==> src/rtl/dma_engine.sv <==
module dma_engine #(
  parameter int NCH  = 4,
  parameter int AW   = 32,
  parameter int DW   = 32,
  parameter int CNTW = 10
) (
  input  logic            clk,
  input  logic            rst_n,
  input  logic [NCH-1:0]  en_set,
  input  logic [NCH-1:0]  hipri,
  input  logic [NCH-1:0]  dreq,
  input  logic [AW-1:0]   desc_base,
  output logic [NCH-1:0]  en,
  output logic [NCH-1:0]  done,
  output logic            err,
  output logic            dsc_rd,
  output logic            dsc_wr,
  output logic [AW-1:0]   dsc_addr,
  output logic [DW-1:0]   dsc_wdata,
  input  logic [DW-1:0]   dsc_rdata,
  output logic            bus_rd,
  output logic            bus_wr,
  output logic [1:0]      bus_size,
  output logic [AW-1:0]   bus_addr,
  output logic [DW-1:0]   bus_wdata,
  input  logic [DW-1:0]   bus_rdata,
  input  logic            bus_err
);
  localparam int CHB = (NCH > 1) ? $clog2(NCH) : 1;
  localparam int NB  = 10;
  localparam int BW  = 16;

  typedef enum logic [3:0] {
    S_IDLE, S_RC, S_RS, S_RD, S_CK, S_XR, S_XC, S_XW, S_XE, S_WB
  } st_t;

  st_t            st;
  logic [CHB-1:0] cur, pick;
  logic [NCH-1:0] alt, run, rq, pend, hp, cand;
  logic [DW-1:0]  ctrl, data;
  logic [AW-1:0]  src_end, dst_end, step, src_a, dst_a;
  logic [CNTW-1:0] n;
  logic [BW-1:0]  bcnt;
  logic [BW:0]    lim;
  logic [1:0]     mode, sz, word;
  logic           fin, blast;

  assign mode  = ctrl[1:0];
  assign sz    = (ctrl[3:2] == 2'd3) ? 2'd2 : ctrl[3:2];
  assign step  = AW'(n) << sz;
  assign src_a = ctrl[4] ? src_end - step : src_end;
  assign dst_a = ctrl[5] ? dst_end - step : dst_end;
  assign lim   = (BW+1)'(1) << ctrl[9:6];
  assign blast = (mode == 2'd1) || (({1'b0, bcnt} + (BW+1)'(1)) == lim);

  assign pend = en & (rq | run);
  assign hp   = pend & hipri;
  assign cand = (|hp) ? hp : pend;

  always_comb begin
    pick = '0;
    for (int i = NCH-1; i >= 0; i--)
      if (cand[i]) pick = CHB'(i);
  end

  always_comb begin
    case (st)
      S_RS:    word = 2'd0;
      S_RD:    word = 2'd1;
      default: word = 2'd2;
    endcase
  end

  assign dsc_addr  = desc_base | AW'({alt[cur], cur, word, 2'b00});
  assign dsc_rd    = (st == S_RC) || (st == S_RS) || (st == S_RD);
  assign dsc_wr    = (st == S_WB);
  assign dsc_wdata = {ctrl[DW-1:NB+CNTW], n, ctrl[NB-1:2], fin ? 2'd0 : mode};

  assign bus_rd    = (st == S_XR);
  assign bus_wr    = (st == S_XW);
  assign bus_addr  = (st == S_XR) ? src_a : dst_a;
  assign bus_size  = sz;
  assign bus_wdata = data;

  always_ff @(posedge clk or negedge rst_n) begin
    if (!rst_n) begin
      st <= S_IDLE; cur <= '0; alt <= '0; run <= '0; rq <= '0;
      en <= '0; done <= '0; err <= 1'b0; fin <= 1'b0;
      ctrl <= '0; data <= '0; src_end <= '0; dst_end <= '0;
      n <= '0; bcnt <= '0;
    end else begin
      done <= '0;
      rq   <= (rq | dreq) & (en | en_set);
      case (st)
        S_IDLE: if (|pend) begin
          cur <= pick;
          rq[pick] <= 1'b0;
          st <= S_RC;
        end
        S_RC: st <= S_RS;
        S_RS: begin
          ctrl <= dsc_rdata;
          n    <= dsc_rdata[NB +: CNTW];
          st   <= S_RD;
        end
        S_RD: begin
          src_end <= dsc_rdata;
          st <= S_CK;
        end
        S_CK: begin
          dst_end <= dsc_rdata;
          bcnt <= '0;
          if (mode == 2'd0) begin
            en[cur] <= 1'b0; run[cur] <= 1'b0; st <= S_IDLE;
          end else st <= S_XR;
        end
        S_XR: st <= S_XC;
        S_XC: if (bus_err) begin
          err <= 1'b1; en[cur] <= 1'b0; run[cur] <= 1'b0; st <= S_IDLE;
        end else begin
          data <= bus_rdata; st <= S_XW;
        end
        S_XW: st <= S_XE;
        S_XE: if (bus_err) begin
          err <= 1'b1; en[cur] <= 1'b0; run[cur] <= 1'b0; st <= S_IDLE;
        end else if (n == '0) begin
          fin <= 1'b1; st <= S_WB;
        end else begin
          n <= n - 1'b1;
          if (blast) begin
            fin <= 1'b0; st <= S_WB;
          end else begin
            bcnt <= bcnt + 1'b1; st <= S_XR;
          end
        end
        S_WB: begin
          st <= S_IDLE;
          if (fin) begin
            done[cur] <= 1'b1;
            run[cur]  <= 1'b0;
            if (mode == 2'd3) alt[cur] <= ~alt[cur];
            else en[cur] <= 1'b0;
          end else if (mode == 2'd2) run[cur] <= 1'b1;
        end
        default: st <= S_IDLE;
      endcase
      for (int i = 0; i < NCH; i++)
        if (en_set[i] && !en[i]) begin
          en[i] <= 1'b1; alt[i] <= 1'b0; run[i] <= 1'b0;
        end
    end
  end
endmodule

==> config.mk <==
export PLATFORM = sky130hd
export DESIGN_NAME = dma_engine
export DESIGN_NICKNAME = d
export VERILOG_FILES = /design/src/rtl/dma_engine.sv
export SDC_FILE = /design/constraint.sdc
export NUM_CORES = 1
export LEC_CHECK = 0
export CAP_MARGIN = 20
export CORE_MARGIN = 5
export CORE_UTILIZATION = 56
export CTS_CLUSTER_SIZE = 30
export DETAILED_ROUTE_END_ITERATION = 10
export PLACE_DENSITY = 0.9
export RECOVER_POWER = 50
export SYNTH_ARGS = -nofsm -noshare
export SYNTH_HDL_FRONTEND = slang
export SYNTH_SLANG_ARGS = --single-unit
==> constraint.sdc <==
create_clock -name clk -period 8 [get_ports clk]
set_input_delay 1.2 -clock clk [delete_from_list [all_inputs] [get_ports clk]]
set_output_delay 1.2 -clock clk [all_outputs]
set_load 0.05 [all_outputs]
==> metrics <==
path type of the worst setup path=reg2out; global-route wire length before repair=48900 microns; Worst Skew=14.9 ps; fraction of registers with async set/reset=100%; count of maximum capacitance violations=4; DRT Pass-1 Iters=5; largest area contributor in the netlist=sky130_fd_sc_hd__dfrtp_1; die height=151 microns; remaining number of nets flagged by the antenna check after routing=0; fmax=158 MHz; startpoint of the worst setup timing path=ctrl[3]; number of hold-repair buffers added at the cts stage=0; antenna cell count=0; top flip-flop cell by instance count after synthesis=sky130_fd_sc_hd__dfrtp_1; Yosys reg bits=172; maximum clock path buffer count=2; relative slew slack=-140%; CP arrival=5150 ps; syn_area_per_cell=9.06 sq um; startpoint of the lowest-slack register-to-register path=bcnt[2]; number of clock sinks=172; number of global-route vias before repair=9590; Setup crit end kind=output port; worst hold-check path type=reg2reg; count of mapped cells out of synthesis=1238; share of the core filled with cells in the final layout=69.5%; Commonest cells post-synth=sky130_fd_sc_hd__nand2_1 (176), sky130_fd_sc_hd__dfrtp_1 (172), sky130_fd_sc_hd__nor2_1 (92); capturing element of the worst setup path=bus_addr[28]; Root Buffer=sky130_fd_sc_hd__clkbuf_16; Final nets=1493; maximum number of pins on one net before global-route repair=106; actual transition at the worst max-transition pin=3600 ps; TritonCTS clock tree=done; total routed wirelength=30600 microns; Synth Cell Area=0.0112 sq mm; number of endpoints failing setup at the final stage=0; core region area=0.0196 sq mm; die outline area=0.0229 sq mm; required time reported for the critical path endpoint=6800 ps; reg-to-reg slack, setup=4470 ps; Worst setup SP type=flip-flop; initial cell density of the core=57.2%; number of vias per cell after detailed routing=6.02; Iteration-0 DRC Markers=862; average wire per standard cell=18.7 microns; PostCTS Resize Cnt=0; number of antenna violations at the first check in global routing=0; row count=51; TNS Setup=0 ps; synth warn=0; result of the run=finished with violations; violations in the final reports=max-capacitance violations, max-slew violations; overall via count from detail_route=9840; total half-perimeter wirelength after legalization and detailed placement=21500 microns; clock-pin slew of the registers on the worst-case setup and hold paths=70 ps; Area growth, synth to finish=21.5%; unrepaired setup endpoints after global routing=no; RePlAce Congestion=0.965; sequential area share after synthesis=38.4%; share of the cycle needed by the critical path after routing=79.3%; number of unique standard cell types used by synthesis=68; number of enable flip-flop cells after synthesis=0; H-tree depth=4; max-slew violation total from the final report=167; total routing resource utilization after global routing=26.6%; length in cells of the worst reg-to-reg path=8; DRC violation count after routing=0; most common cell in the netlist=sky130_fd_sc_hd__nand2_1; leftover overflow at the end of global routing=0; insertion delay of the later-clocked pin in the worst-skew pair=430 ps; FF-to-FF End=bcnt[4]; dominant cells by area after synthesis=sky130_fd_sc_hd__dfrtp_1 (38%), sky130_fd_sc_hd__mux2_2 (8.7%), sky130_fd_sc_hd__nand2_1 (5.9%); Hold Fails Final Rpt=0; post-route minimum period=6350 ps; Num CTS Buffers=17; Port-buffer cells=199; share of layout cells above drive strength 1=11.5%; share of the synthesized area in the top cell type=38.4%; I/O Pins=254; die boundary width=151 microns; worst-path fanout max=33; Post-CTS Setup Bufs=0
cells by family (layout without fill, tap and decap cells):
| group | after synthesis | in the layout | synth area share (%) |
|---|---|---|---|
| xor+xnor | 82 | 82 | 6.41 |
| fa+ha+maj | 30 | 30 | 3.39 |
| flops | 172 | 172 | 38.4 |
| mux | 143 | 143 | 13.9 |
| simple gates | 484 | 484 | 21.4 |
| compound gates | 190 | 190 | 10.3 |
| buf+inv | 136 | 266 | 6.21 |
| other cells | 1 | 2 | 0.0335 |
layout make-up:
cell class              count  area [sq um]
clock buffers              17           425
clock inverters            15           153
fillers                  1480          5970
inverters                  20          75.1
multi-input cells         931          6230
flip-flops and latches    172          4300
well taps                 265           332
repair buffers            214          2100
worst max-delay path, stage by stage, from the launching register on:
cell	delay [ps]
sky130_fd_sc_hd__dfrtp_1	710
sky130_fd_sc_hd__nor3_1	400
sky130_fd_sc_hd__ha_1	210
sky130_fd_sc_hd__inv_1	60
sky130_fd_sc_hd__fa_1	420
sky130_fd_sc_hd__nand2_1	110
sky130_fd_sc_hd__o221ai_1	150
sky130_fd_sc_hd__o21ai_0	390
sky130_fd_sc_hd__a21oi_1	200
sky130_fd_sc_hd__nor3_1	240
sky130_fd_sc_hd__buf_4	210
sky130_fd_sc_hd__or3b_2	470
sky130_fd_sc_hd__xor2_1	150
sky130_fd_sc_hd__mux2i_1	160
sky130_fd_sc_hd__clkdlybuf4s50_1	830
cells in the final DEF (no fill, tap or decap), drive strengths merged, types with 5 or more instances in the layout:
cell type      count
mux2i             55
clkinv             5
nor3              44
ha                24
a21o               6
or2               13
or4                7
nand2b            17
inv               26
a211oi            10
a21oi             72
buf               11
nor2b             19
dfrtp            172
mux2              87
clkbuf            22
nor4b              6
nand4             13
or3               11
xor2              30
o211ai             5
o21ai             44
o21a               7
and3               7
nor2              92
nand2            176
a31oi              9
nor4              20
clkdlybuf4s50    197
nand4b             8
nand3b             8
nand3             24
o22ai              6
xnor2             52
how the worst min path moves through the flow:
stage                           start     endpoint  slack, ps  cells past startpoint
final                             err          err        470                      1
after global routing              err          err        500                      1
after CTS                         err          err        480                      1
after detailed placement          err          err        460                      1
after global placement            err          err        460                      1
after floorplan           dst_end[11]  dst_end[11]        470                      2
sequential cells by signal (all words and copies together), names as in the netlist, 10 cells and up:
register	cells
n	10
src_end	32
bus_wdata	32
bcnt	16
dst_end	32
ctrl	22
metal layers:
layer	track usage, %	part of all wire, %	vias up
li1	-	-	4549
met1	35.9	41	4782
met2	42.7	47	437
met3	6.01	8.5	72
met4	8.72	2.9	0
met5	0	0	-
per-stage QoR:
step | worst slack (ps) | hold slack, ps | std cells | area, sq um
2_1_floorplan | 2410 | 467 | 1239 | 11200
3_3_place_gp | 2270 | 456 | 1599 | 13000
3_5_place_dp | 2170 | 458 | 1601 | 13100
4_1_cts | 1710 | 475 | 1633 | 13600
5_1_grt | 1240 | 504 | 1634 | 13600
6_report | 1650 | 473 | 1634 | 13600
Power is not shown: default switching activity piles up to over one toggle a cycle in this logic, so the estimate is an artifact.
